**src/rtl/iow_pkg.sv**
```systemverilog
package iow_pkg;
  typedef enum logic [1:0] {
    RGN_REG     = 2'd0,
    RGN_UNDEF   = 2'd1,
    RGN_FLASH   = 2'd2,
    RGN_UNKNOWN = 2'd3
  } region_e;

  typedef enum logic [1:0] {
    ERR_UNDEF   = 2'd0,
    ERR_FLASH   = 2'd1,
    ERR_UNKNOWN = 2'd2,
    ERR_OFFSET  = 2'd3
  } err_e;

  typedef enum logic [1:0] {
    ST_IDLE = 2'd0,
    ST_WAIT = 2'd1,
    ST_DONE = 2'd2
  } state_e;
endpackage

```
**src/rtl/iow_index_latch.sv**
```systemverilog
module iow_index_latch #(
  parameter int ADDR_W = 32
) (
  input  logic              clk,
  input  logic              rst,
  input  logic              we,
  input  logic [ADDR_W-1:0] wdata,
  output logic [ADDR_W-1:0] q
);
  always_ff @(posedge clk) begin
    if (rst) q <= '0;
    else if (we) q <= wdata;
  end

  a_r10_latch_cleared: assert property (@(posedge clk) rst |=> (q == '0));
  a_r1_latch_full: assert property (@(posedge clk) disable iff (rst)
    we |=> (q == $past(wdata)));
endmodule

```
**src/rtl/iow_region_decode.sv**
```systemverilog
module iow_region_decode
  import iow_pkg::*;
#(
  parameter int              ADDR_W      = 32,
  parameter logic [ADDR_W-1:0] REG_LIMIT   = 'h1FFFF,
  parameter logic [ADDR_W-1:0] UNDEF_LIMIT = 'h7FFFF,
  parameter logic [ADDR_W-1:0] FLASH_LIMIT = 'hFFFFF
) (
  input  logic [ADDR_W-1:0] index,
  output region_e           region
);
  always_comb begin
    if (index < REG_LIMIT)        region = RGN_REG;
    else if (index < UNDEF_LIMIT) region = RGN_UNDEF;
    else if (index < FLASH_LIMIT) region = RGN_FLASH;
    else                          region = RGN_UNKNOWN;
  end
endmodule

```
**src/rtl/iow_xfer_ctrl.sv**
```systemverilog
module iow_xfer_ctrl
  import iow_pkg::*;
#(
  parameter int DATA_W    = 32,
  parameter int ADDR_W    = 32,
  parameter int OFS_W     = 5,
  parameter int REG_IDX_W = 17,
  parameter logic [OFS_W-1:0] ADDR_PORT = 'h00,
  parameter logic [OFS_W-1:0] DATA_PORT = 'h04
) (
  input  logic                 clk,
  input  logic                 rst,
  input  logic [OFS_W-1:0]     host_offset,
  input  logic                 host_rd,
  input  logic                 host_wr,
  input  logic [DATA_W-1:0]    host_wdata,
  input  logic [ADDR_W-1:0]    index_q,
  input  region_e              region,
  output logic                 index_we,
  output logic [DATA_W-1:0]    host_rdata,
  output logic                 host_ready,
  output logic [REG_IDX_W-1:0] reg_addr,
  output logic [DATA_W-1:0]    reg_wdata,
  output logic                 reg_we,
  output logic                 reg_re,
  input  logic [DATA_W-1:0]    reg_rdata,
  input  logic                 reg_ready,
  output logic                 err_pulse,
  output logic [1:0]           err_code
);
  state_e state;
  logic   is_wr, strobe;

  assign is_wr    = host_wr;
  assign strobe   = host_wr | host_rd;
  assign index_we = (state == ST_IDLE) && is_wr && (host_offset == ADDR_PORT);

  function automatic err_e region_err(region_e r);
    case (r)
      RGN_UNDEF: return ERR_UNDEF;
      RGN_FLASH: return ERR_FLASH;
      default:   return ERR_UNKNOWN;
    endcase
  endfunction

  always_ff @(posedge clk) begin
    if (rst) begin
      state      <= ST_IDLE;
      host_rdata <= '0;
      host_ready <= 1'b0;
      reg_addr   <= '0;
      reg_wdata  <= '0;
      reg_we     <= 1'b0;
      reg_re     <= 1'b0;
      err_pulse  <= 1'b0;
      err_code   <= '0;
    end else begin
      case (state)
        ST_IDLE: begin
          if (strobe) begin
            if (host_offset == ADDR_PORT) begin
              host_rdata <= is_wr ? '0 : index_q;
              host_ready <= 1'b1;
              state      <= ST_DONE;
            end else if (host_offset == DATA_PORT) begin
              if (region == RGN_REG) begin
                reg_addr <= index_q[REG_IDX_W-1:0];
                if (is_wr) begin
                  reg_we     <= 1'b1;
                  reg_wdata  <= host_wdata;
                  host_rdata <= '0;
                  host_ready <= 1'b1;
                  state      <= ST_DONE;
                end else begin
                  reg_re <= 1'b1;
                  state  <= ST_WAIT;
                end
              end else begin
                err_pulse  <= 1'b1;
                err_code   <= region_err(region);
                host_rdata <= '0;
                host_ready <= 1'b1;
                state      <= ST_DONE;
              end
            end else begin
              err_pulse  <= 1'b1;
              err_code   <= ERR_OFFSET;
              host_rdata <= '0;
              host_ready <= 1'b1;
              state      <= ST_DONE;
            end
          end
        end
        ST_WAIT: begin
          if (reg_ready) begin
            reg_re     <= 1'b0;
            host_rdata <= reg_rdata;
            host_ready <= 1'b1;
            state      <= ST_DONE;
          end
        end
        default: begin
          host_ready <= 1'b0;
          err_pulse  <= 1'b0;
          reg_we     <= 1'b0;
          state      <= ST_IDLE;
        end
      endcase
    end
  end

  a_r3_single_req: assert property (@(posedge clk) disable iff (rst)
    !(reg_re && reg_we));
  a_r3_re_hold: assert property (@(posedge clk) disable iff (rst)
    (reg_re && !reg_ready) |=> (reg_re && $stable(reg_addr)));
  a_r3_stall: assert property (@(posedge clk) disable iff (rst)
    reg_re |-> !host_ready);
  a_r8_err_with_ready: assert property (@(posedge clk) disable iff (rst)
    err_pulse |-> host_ready);
  a_r8_err_single: assert property (@(posedge clk) disable iff (rst)
    err_pulse |=> !err_pulse);
  a_r9_ready_single: assert property (@(posedge clk) disable iff (rst)
    host_ready |=> !host_ready);
  a_r2_we_single: assert property (@(posedge clk) disable iff (rst)
    reg_we |=> !reg_we);
endmodule

```
**src/rtl/io_reg_window.sv**
```systemverilog
module io_reg_window
  import iow_pkg::*;
#(
  parameter int DATA_W    = 32,
  parameter int ADDR_W    = 32,
  parameter int OFS_W     = 5,
  parameter int REG_IDX_W = 17,
  parameter logic [ADDR_W-1:0] REG_LIMIT   = 'h1FFFF,
  parameter logic [ADDR_W-1:0] UNDEF_LIMIT = 'h7FFFF,
  parameter logic [ADDR_W-1:0] FLASH_LIMIT = 'hFFFFF
) (
  input  logic                 clk,
  input  logic                 rst,
  input  logic [OFS_W-1:0]     host_offset,
  input  logic                 host_rd,
  input  logic                 host_wr,
  input  logic [DATA_W-1:0]    host_wdata,
  output logic [DATA_W-1:0]    host_rdata,
  output logic                 host_ready,
  output logic [REG_IDX_W-1:0] reg_addr,
  output logic [DATA_W-1:0]    reg_wdata,
  output logic                 reg_we,
  output logic                 reg_re,
  input  logic [DATA_W-1:0]    reg_rdata,
  input  logic                 reg_ready,
  output logic                 err_pulse,
  output logic [1:0]           err_code
);
  localparam logic [OFS_W-1:0] ADDR_PORT = 'h00;
  localparam logic [OFS_W-1:0] DATA_PORT = 'h04;

  logic [ADDR_W-1:0] index_q;
  logic              index_we;
  region_e           region;

  iow_index_latch #(.ADDR_W(ADDR_W)) u_latch (
    .clk   (clk),
    .rst   (rst),
    .we    (index_we),
    .wdata (host_wdata[ADDR_W-1:0]),
    .q     (index_q)
  );

  iow_region_decode #(
    .ADDR_W(ADDR_W), .REG_LIMIT(REG_LIMIT),
    .UNDEF_LIMIT(UNDEF_LIMIT), .FLASH_LIMIT(FLASH_LIMIT)
  ) u_decode (
    .index  (index_q),
    .region (region)
  );

  iow_xfer_ctrl #(
    .DATA_W(DATA_W), .ADDR_W(ADDR_W), .OFS_W(OFS_W), .REG_IDX_W(REG_IDX_W),
    .ADDR_PORT(ADDR_PORT), .DATA_PORT(DATA_PORT)
  ) u_ctrl (
    .clk         (clk),
    .rst         (rst),
    .host_offset (host_offset),
    .host_rd     (host_rd),
    .host_wr     (host_wr),
    .host_wdata  (host_wdata),
    .index_q     (index_q),
    .region      (region),
    .index_we    (index_we),
    .host_rdata  (host_rdata),
    .host_ready  (host_ready),
    .reg_addr    (reg_addr),
    .reg_wdata   (reg_wdata),
    .reg_we      (reg_we),
    .reg_re      (reg_re),
    .reg_rdata   (reg_rdata),
    .reg_ready   (reg_ready),
    .err_pulse   (err_pulse),
    .err_code    (err_code)
  );

  a_r2_fwd_in_range: assert property (@(posedge clk) disable iff (rst)
    $rose(reg_re) |-> ({{(ADDR_W-REG_IDX_W){1'b0}}, reg_addr} < REG_LIMIT));
  a_r10_clear: assert property (@(posedge clk)
    rst |=> (!reg_re && !reg_we && !host_ready));
endmodule

```
**config.mk**
```make
export PLATFORM = sky130hd
export DESIGN_NAME = io_reg_window
export DESIGN_NICKNAME = d
export VERILOG_FILES = /design/src/rtl/iow_pkg.sv /design/src/rtl/iow_index_latch.sv /design/src/rtl/iow_region_decode.sv /design/src/rtl/iow_xfer_ctrl.sv /design/src/rtl/io_reg_window.sv
export SDC_FILE = /design/constraint.sdc
export NUM_CORES = 1
export LEC_CHECK = 0
export CAP_MARGIN = 20
export CORE_ASPECT_RATIO = 0.7
export CORE_MARGIN = 1.5
export CORE_UTILIZATION = 46
export CTS_BUF_LIST = sky130_fd_sc_hd__clkbuf_16
export DETAILED_ROUTE_END_ITERATION = 10
export GPL_TIMING_DRIVEN = 0
export HOLD_SLACK_MARGIN = 0.06
export PLACE_DENSITY = 0.78
export SYNTH_ARGS = -nofsm -noshare
export SYNTH_HDL_FRONTEND = slang
export SYNTH_HIERARCHICAL = 1
export SYNTH_SLANG_ARGS = --single-unit
```
**constraint.sdc**
```tcl
create_clock -name clk -period 3.05 [get_ports clk]
set_input_delay 0.61 -clock clk [delete_from_list [all_inputs] [get_ports clk]]
set_output_delay 0.61 -clock clk [all_outputs]
set_load 0.005 [all_outputs]
```
; Yosys cells after proc, flatten, opt, wreduce, memory -nomap -nowiden
; Cells that the tools add are included.
[totals]
output_inout_bits = 87
ff_bits = 121
[op_classes]
n_bitwise = 3
n_reduce_logical = 15
n_lt_le_gt_ge = 3
muxes = 45
eq_ne = 14
[op_table]
columns = op, count
row1 = $mux W32, 7
row2 = $pmux W32 S2, 1
row3 = $lt A32 B17 Y1 const B, 1
row4 = $lt A32 B19 Y1 const B, 1
row5 = $lt A32 B20 Y1 const B, 1
row6 = $mux W1, 21
row7 = $mux W2, 10
row8 = $ne A2 B2 Y1 const B, 7
row9 = $reduce_and A4 Y1, 3
row10 = $reduce_and A6 Y1, 2
row11 = $pmux W1 S2, 4
row12 = $pmux W2 S2, 2
row13 = $reduce_and A7 Y1, 1
row14 = $eq A5 B3 Y1 const B, 1
row15 = $logic_not A5 Y1, 1
row16 = $ne A5 B5 Y1 const B, 1
row17 = $reduce_and A5 Y1, 1
row18 = $eq A2 B1 Y1 const B, 2
row19 = $logic_not A2 Y1, 2
row20 = $ne A3 B3 Y1 const B, 1
row21 = $reduce_and A3 Y1, 1
row22 = $eq A2 B2 Y1 const B, 1
row23 = $logic_and A1 B1 Y1, 2
row24 = $ne A2 B1 Y1 const B, 1
row25 = other kinds (4), 5

; Logic depth before layout (Yosys ltp)
; Gate-level depths: netlist of run 1.
[depth]
ltp_word = 10
ltp_mapped = 13
mapped_depth_nobuf = 11

; Hierarchy
; The synthesis of run 1 kept the hierarchy.
[by_module_without_submodules]
columns = module, seq_area_each_um2, area_each_um2, n_inst, cells_per_inst
row1 = iow_xfer_ctrl, 1781.7, 3711.1, 1, 378
row2 = iow_index_latch, 640.6, 1163.6, 1, 103
row3 = iow_region_decode, 0.0, 106.4, 1, 17

; Worst setup path after synthesis of run 1
; Ideal clock, no wire load.
[synth_timing]
path_type = register to register
start = register u_latch.q[16]
end = register u_ctrl.host_rdata[0]
arrival_time_ns = 2.319
setup_slack_ns = 0.598
required_time_ns = 2.917
synth_period_minus_slack_ns = 2.452
stages_incl_launch_ff = 13
path_cell_list = dfxtp_1 > nand4_1 > nor3_2 > a211o_2 > nand2_1 > o221ai_1 > inv_1 > ha_1 > nand2_1 > nor4_4 > o31ai_1 > clkbuf_1 > a2bb2oi_1
[synth_via]
elab_chain_cells = 10
elab_cells_between_ends = 14
cone_classes = 3 x order compare / 1 x eq/ne / 8 x mux / 2 x reduce/logical
[synth_rtl]
columns = item, line
row1 = from (decl), iow_index_latch.sv:8  ; output logic [ADDR_W-1:0] q
row2 = from (signal assigned), iow_index_latch.sv:12  ; else if (we) q <= wdata;
row3 = $lt A32 B20 Y1, iow_region_decode.sv:15  ; else if (index < FLASH_LIMIT) region = RGN_FLASH;
row4 = $mux W1, iow_region_decode.sv:15
row5 = $mux W2, iow_region_decode.sv:14  ; else if (index < UNDEF_LIMIT) region = RGN_UNDEF;
row6 = $mux W2 *, iow_region_decode.sv:13  ; if (index < REG_LIMIT) region = RGN_REG;
row7 = net region[0], io_reg_window.sv:34  ; region_e region;
row8 = $logic_not A2 Y1 *, iow_xfer_ctrl.sv:66  ; if (region == RGN_REG) begin
row9 = $mux W32, iow_xfer_ctrl.sv:66
row10 = $mux W32, iow_xfer_ctrl.sv:65  ; end else if (host_offset == DATA_PORT) begin
row11 = $mux W32, iow_xfer_ctrl.sv:61  ; if (host_offset == ADDR_PORT) begin
row12 = $mux W32, iow_xfer_ctrl.sv:60  ; if (strobe) begin
row13 = $pmux W32 S2, iow_xfer_ctrl.sv:58  ; case (state)
row14 = to (signal assigned), iow_xfer_ctrl.sv:62  ; host_rdata <= is_wr ? '0 : index_q;
row15 = to (signal assigned), iow_xfer_ctrl.sv:97  ; host_rdata <= reg_rdata;
row16 = to (decl), iow_xfer_ctrl.sv:20  ; output logic [DATA_W-1:0] host_rdata,
; The timed path passes the listed nets; every way through them passes the cells marked *. The select of a mux whose other input is x is not followed.
; A chain may end at the register's enable or synchronous reset.

; Final worst setup path of run 1
[layout_timing]
start = register u_latch.q[16]
end = register u_ctrl.host_rdata[7]
; Same word-level chain as after synthesis.

==> flow_summary.ini, run 1 <==
[status]
outcome = finished clean

[grt]
grt_max_degree = 17
grt_use_total_pct = 26.0
grt_pass1_vias = 4448
grt_pass1_wl_mm = 23.2
antenna_found_initial = 0
grt-ovfl-total = 0

[cts]
insertion_delay_ns = 0.41
tritoncts = done
cts_hold_buf = 0
cts.path.max_buffers = 2
clk_pin_slew_worst_paths_ns = 0.05
cts.htree.levels = 4
cts.root.buffer_cell = clkbuf_16
cts_made_buffers = 17
cts_num_sinks = 121

[synthesis]
synth_area_mm2 = 0.00498
async_reset_ff_share_pct = 0
yosysMostFrequentCell = dfxtp_1
yosysWarnings = 6
netlist.area_leader.share_pct = 48.6
yosys.cell_types.count = 41
syn_area_per_cell_um2 = 10.0
synth_top_family_by_area = simple AND/OR/NAND/NOR gates
syn_nets = 574
synth_common_cells = dfxtp_1 (121), nor2_1 (72), mux2i_1 (64)
synthSimpleGateAreaFrac_pct = 17.9
synth_xor_area_share_pct = 0
synth_compound_area_share_pct = 14.9
synth-seq-cells = 121
synth_area_leader_cell = dfxtp_1
synthMuxAreaShare_pct = 12.9
syn_inst = 498
ys.flop_type = dfxtp_1
synth_adder_area_share_pct = 0.502
synth_area_leaders = dfxtp_1 (49%), mux2i_1 (13%), a2bb2oi_1 (5.6%), nor2_1 (5.4%), a22oi_1 (4.8%)
ys_seq_area_share_pct = 48.6
synth_edf_count = 0

[die]
die_width_um = 127
die_area_mm2 = 0.0115
core_mm2 = 0.0104
ios = 161
num_rows = 31
initial_core_util_pct = 47.7
die_height_um = 90.1

[critical_path]
r2r_end = u_ctrl/host_rdata[7]$_SDFFE_PP0P_
reg2reg_depth = 12
arrival_ns = 3.23
cp_max_fo = 10
endpoint_kind = flop
critical_path_class = flop to flop
regToRegSetupSlack_ns = 0.15
crit-reg2reg-launch = u_latch/q[16]$_SDFFE_PP0P_
setup.worst_path.start_class = flop
required_ns = 3.38

[worst_hold_path]
min_path_cells = 2
hp-start = u_ctrl/reg_addr[16]$_SDFFE_PP0P_
hold_end = u_ctrl/reg_addr[16]$_SDFFE_PP0P_
hold_path_class = flop to flop

[placed_design]
dpl.hpwl_mm = 10.6
gp_congestion = 0.830
io_buffers = 159

[route]
drtAntennaViolNets = 0
drc = 0
drtPass1Iterations = 5
routedWlPerCell_um = 17.8
vias = 4427
drtIter0Drc = 309
routed_wl_mm = 14.6
viasPerCell = 5.37

[sta]
tns_ns = 0
hold_ws_ns = 0.455
rsz0062_at_grt = false
final-max-slew-violation-count = 0
hold_viol = 0
finalCritPeriodShare_pct = 95.1
worstMarginPinSlew_ns = 0.939
period_needed_ns = 2.90
fmax_mhz = 345
clock_skew_ns = 0.00872
relSlewSlack_pct = 36.8
setup_viol = 0

[pwr]
pwr-share-clk_pct = 50.3
p_sw_share_pct = 21.9
power_frac_seq_pct = 39.1
p_total_mw = 4.28
leakagePower_nw = 2.89
power_density_mw_per_mm2 = 574
internal_power_mw = 3.34
ir_drop_mv = 0.435
combPwrFrac_pct = 10.7
p_sw_mw = 0.937

[finish]
drive_above_1_share_pct = 11.8
areaGrowthSynthToFinish_pct = 49.7
fin_nets = 755
n_antenna_cell = 0
nFillCells = 789

[job]
max_cap_viol_count = 0
-- cell type report --
cell class	instances	area (um^2)	share of cell area [%]
timing repair buffer	162	1610	21.6
inverter	5	18.8	0.252
multi-input combinational	334	2330	31.3
clock inverter	15	206	2.77
clock buffer	17	425	5.71
sequential	121	2420	32.5
buffer	38	269	3.61
tap	132	165	2.22
-- layout by cell type, fill, tap and decap left out, types with 2 or more instances in the layout --
| cell | synthesis | layout |
|---|---|---|
| clkdlybuf4s50_1 | 0 | 159 |
| dfxtp_1 | 121 | 121 |
| nor2_1 | 72 | 72 |
| mux2i_1 | 64 | 64 |
| nand2b_1 | 33 | 33 |
| a22oi_1 | 32 | 32 |
| a2bb2oi_1 | 32 | 32 |
| nand2_1 | 28 | 27 |
| clkbuf_1 | 24 | 18 |
| clkbuf_16 | 0 | 17 |
| buf_4 | 0 | 12 |
| nand2_2 | 10 | 11 |
| a21oi_2 | 10 | 10 |
| a21oi_1 | 9 | 9 |
| nor4_1 | 6 | 6 |
| nand4_1 | 6 | 6 |
| clkinv_2 | 0 | 5 |
| bufinv_16 | 0 | 5 |
| inv_1 | 5 | 5 |
| nor3_1 | 6 | 5 |
| buf_2 | 7 | 4 |
| buf_12 | 4 | 4 |
| buf_6 | 3 | 3 |
| clkinv_1 | 0 | 2 |
| clkinvlp_4 | 0 | 2 |
| nor4_4 | 2 | 2 |
| nor3_4 | 0 | 2 |
| a211oi_1 | 2 | 2 |
| ha_1 | 2 | 2 |
-- worst max-delay path by stage --
stage,from,end,cells past startpoint
after CTS,u_latch/q[16]$_SDFFE_PP0P_,u_ctrl/host_rdata[11]$_SDFFE_PP0P_,11
final,u_latch/q[16]$_SDFFE_PP0P_,u_ctrl/host_rdata[7]$_SDFFE_PP0P_,12
after global placement,u_latch/q[16]$_SDFFE_PP0P_,u_ctrl/host_rdata[24]$_SDFFE_PP0P_,11
after global routing,u_latch/q[16]$_SDFFE_PP0P_,u_ctrl/host_rdata[11]$_SDFFE_PP0P_,12
after floorplan,u_latch/q[16]$_SDFFE_PP0P_,u_ctrl/host_rdata[0]$_SDFFE_PP0P_,12
after detailed placement,u_latch/q[16]$_SDFFE_PP0P_,u_ctrl/host_rdata[11]$_SDFFE_PP0P_,11
-- state kept, by name (all words and copies together) (netlist names) --
register and flops:
u_ctrl/state 2, u_ctrl/reg_addr 17, u_ctrl/err_code 2, u_ctrl/reg_we 1
u_ctrl/reg_re 1, u_ctrl/host_ready 1, u_ctrl/err_pulse 1, u_ctrl/reg_wdata 32
u_ctrl/host_rdata 32, u_latch/q 32
-- stage by stage --
step                worst slack (ns)  util, %  std cells  area (um^2)
floorplan                      0.598        -        498         4980
global placement              -0.269     64.6        789         6740
detailed placement            -0.345     64.6        789         6740
CTS                           0.0414     70.9        821         7400
global route                  0.0186     71.5        824         7460
finish                         0.149     71.5        824         7460
-- power by group through the flow --
stage,sequential (mW),clock [mW],combinational (mW)
CTS,1.67,2.17,0.447
finish,1.67,2.15,0.457
floorplan,1.70,0,0.181
global route,1.68,2.27,0.485
detailed placement,1.70,0,0.438
global placement,1.70,0,0.431
-- cells by family (layout without fill, tap and decap cells) --
kind of cell    count (synthesis)  in the layout
compound gates                 94             94
fa+ha+maj                       2              2
buf+inv                        43            237
flops                         121            121
mux                            64             64
simple gates                  174            174
-- what timing repair did --
item / in CTS / in global routing
endpoints found under the hold margin: 0 / 0
setup endpoints to repair: 30 / 70
gates resized for setup: 9 / 27
cloned: 0 / 0
setup buffers: 0 / 3
pin swaps: 0 / 3
-- routing by layer --
| layer | global-route usage (%) | wire length (um) |
|---|---|---|
| met5 | 0 | 0 |
| met4 | 8.90 | 143 |
| met3 | 7.38 | 1240 |
| met2 | 39.4 | 6420 |
| met1 | 35.4 | 6830 |
-- worst max-delay path: stages (launching register included) --
cell and delay, ns:
dfxtp_1 0.43, nand4_1 0.20, nor3_4 0.30, nand4_1 0.18
o221ai_1 0.21, inv_1 0.10, ha_1 0.25, nand2_2 0.16
nor4_4 0.06, buf_4 0.18, nor3_4 0.30, buf_4 0.25
a2bb2oi_1 0.20
Note: power is estimated with default switching activity, not from simulation.
==> inputs of run 2 (changes only) <==
Settings changed: SETUP_SLACK_MARGIN set to 0.1.
==> flow_summary.ini, run 2 (same netlist as run 1, synthesis figures left out) <==
[status]
outcome = finished clean

[cts]
cts.htree.levels = 4
cts.root.buffer_cell = clkbuf_16
cts_made_buffers = 17
cts_hold_buf = 0
tritoncts = done
cts.path.max_buffers = 2
clk_pin_slew_worst_paths_ns = 0.06
cts_num_sinks = 121
insertion_delay_ns = 0.41

[sta]
tns_ns = 0
setup_viol = 0
finalCritPeriodShare_pct = 92.6
period_needed_ns = 2.82
hold_viol = 0
worstMarginPinSlew_ns = 0.954
relSlewSlack_pct = 35.8
final-max-slew-violation-count = 0
rsz0062_at_grt = false
fmax_mhz = 354
clock_skew_ns = 0.0112

[placed_design]
placed_area_mm2 = 0.00674
dpl.hpwl_mm = 10.6
gp_congestion = 0.830
dp_cells = 789
io_buffers = 159

[finish]
fin_nets = 754
design_area_mm2 = 0.00744
n_antenna_cell = 0
layout_common_cells = clkdlybuf4s50_1 (159), dfxtp_1 (117), nor2_1 (72), mux2i_1 (64), nand2b_1 (33)
top_regs = u_ctrl/host_rdata: 32 flops, u_ctrl/reg_wdata: 32 flops, u_latch/q: 32 flops
nFillCells = 788
areaGrowthSynthToFinish_pct = 49.3
drive_above_1_share_pct = 12.3
instances_no_fill = 823
layout.cells.most_common = clkdlybuf4s50_1
register_area_mm2 = 0.00243
multi_input_area_mm2 = 0.00233

[job]
max_cap_viol_count = 0

[die]
die_height_um = 90.1
core_mm2 = 0.0104
die_area_mm2 = 0.0115
initial_core_util_pct = 47.7
ios = 161
die_width_um = 127
num_rows = 31

[critical_path]
path_cells = nand4_1 > nor3_4 > nand4_1 > nand2_1 > o221ai_1 > inv_1 > ha_1 > nand2_2 > or4_1 > buf_6 > buf_12 > nand2_2 > a21oi_2
regToRegSetupSlack_ns = 0.23
arrival_ns = 3.08
crit-reg2reg-launch = u_latch/q[8]$_SDFFE_PP0P_
cpPeakStageDelay_ns = 0.52
r2r_end = u_ctrl/reg_addr[12]$_SDFFE_PP0P_
cp_max_fo = 10
required_ns = 3.31
critical_path_class = flop to flop
endpoint_kind = flop
slowest_stage = or4_1
setup.worst_path.start_class = flop
reg2reg_depth = 13

[worst_hold_path]
min_path_cells = 2
hp-start = u_ctrl/reg_addr[16]$_SDFFE_PP0P_
hold_end = u_ctrl/reg_addr[16]$_SDFFE_PP0P_
hold_path_class = flop to flop

[pwr]
combPwrFrac_pct = 10.6
leakagePower_nw = 2.89
internal_power_mw = 3.34
pwr-share-clk_pct = 50.3
power_frac_seq_pct = 39.1
p_sw_mw = 0.937
power_density_mw_per_mm2 = 575
ir_drop_mv = 0.436
p_sw_share_pct = 21.9

[route]
drtPass1Iterations = 4
drc = 0
routedWlPerCell_um = 17.8
vias = 4472
drtAntennaViolNets = 0
routed_wl_mm = 14.6
drtIter0Drc = 358
viasPerCell = 5.43

[grt]
grt_use_total_pct = 26.1
grt_max_degree = 17
antenna_found_initial = 0
grt_pass1_wl_mm = 23.2
grt_pass1_vias = 4467
grt-ovfl-total = 0
-- run 2: critical path, delay by kind of cell, from the launching register on --
kind	cells	cell delay (ns)
flip-flops	1	0.41
buffers and inverters	3	0.42
AND/OR/NAND/NOR	7	1.44
AO/OA/AOI/OAI	2	0.18
adder cells (fa/ha/maj)	1	0.22
-- run 2: routing by layer --
layer | GRT usage [%] | vias up | wire [um] | share of wire (%)
li1 | - | 2135 | - | -
met4 | 8.71 | 0 | 145 | 0.99
met5 | 0 | - | 0 | 0
met3 | 7.32 | 16 | 1200 | 8.2
met2 | 39.7 | 190 | 6460 | 44
met1 | 35.6 | 2131 | 6840 | 47
-- run 2: timing repair --
action / CTS / global route
pin swaps: 1 / 3
buffers inserted: 1 / 1
endpoints found under the setup margin: 34 / 79
resized for setup: 11 / 10
-- run 2: worst max-delay path by stage --
stage                                           from                            endpoint  slack [ns]  depth (start not counted)
after floorplan           u_latch/q[16]$_SDFFE_PP0P_   u_ctrl/host_rdata[0]$_SDFFE_PP0P_        0.60                         12
after global placement    u_latch/q[16]$_SDFFE_PP0P_  u_ctrl/host_rdata[24]$_SDFFE_PP0P_       -0.27                         11
after detailed placement  u_latch/q[16]$_SDFFE_PP0P_  u_ctrl/host_rdata[11]$_SDFFE_PP0P_       -0.34                         11
after CTS                 u_latch/q[16]$_SDFFE_PP0P_  u_ctrl/host_rdata[11]$_SDFFE_PP0P_        0.12                         11
after global routing       u_latch/q[0]$_SDFFE_PP0P_    u_ctrl/reg_addr[12]$_SDFFE_PP0P_        0.12                         13
final                      u_latch/q[8]$_SDFFE_PP0P_    u_ctrl/reg_addr[12]$_SDFFE_PP0P_        0.23                         13
-- run 2: cell type report --
cell class                 count  share of cell area, %
clock buffer                  17                   5.72
multi-input combinational    334                   31.4
clock inverter                15                   2.78
inverter                       5                  0.252
sequential                   121                   32.6
timing repair buffer         161                   21.6
tap                          132                   2.22
buffer                        38                   3.41
-- run 2: per-stage QoR --
stage | hold WS [ns] | util, % | setup WS (ns) | total power, mW
3_3_place_gp | 0.444 | 64.6 | -0.269 | 2.13
2_1_floorplan | 0.453 | - | 0.598 | 1.88
4_1_cts | 0.456 | 71.0 | 0.118 | 4.30
5_1_grt | 0.483 | 71.3 | 0.118 | 4.43
3_5_place_dp | 0.449 | 64.6 | -0.345 | 2.14
6_report | 0.456 | 71.3 | 0.227 | 4.28
-- run 2: power groups by stage --
stage / Clock [mW] / Sequential, mW / Combinational (mW)
after floorplan: 0 / 1.70 / 0.181
after global placement: 0 / 1.70 / 0.431
after detailed placement: 0 / 1.70 / 0.438
after CTS: 2.17 / 1.67 / 0.449
after global routing: 2.27 / 1.68 / 0.479
final: 2.15 / 1.67 / 0.451
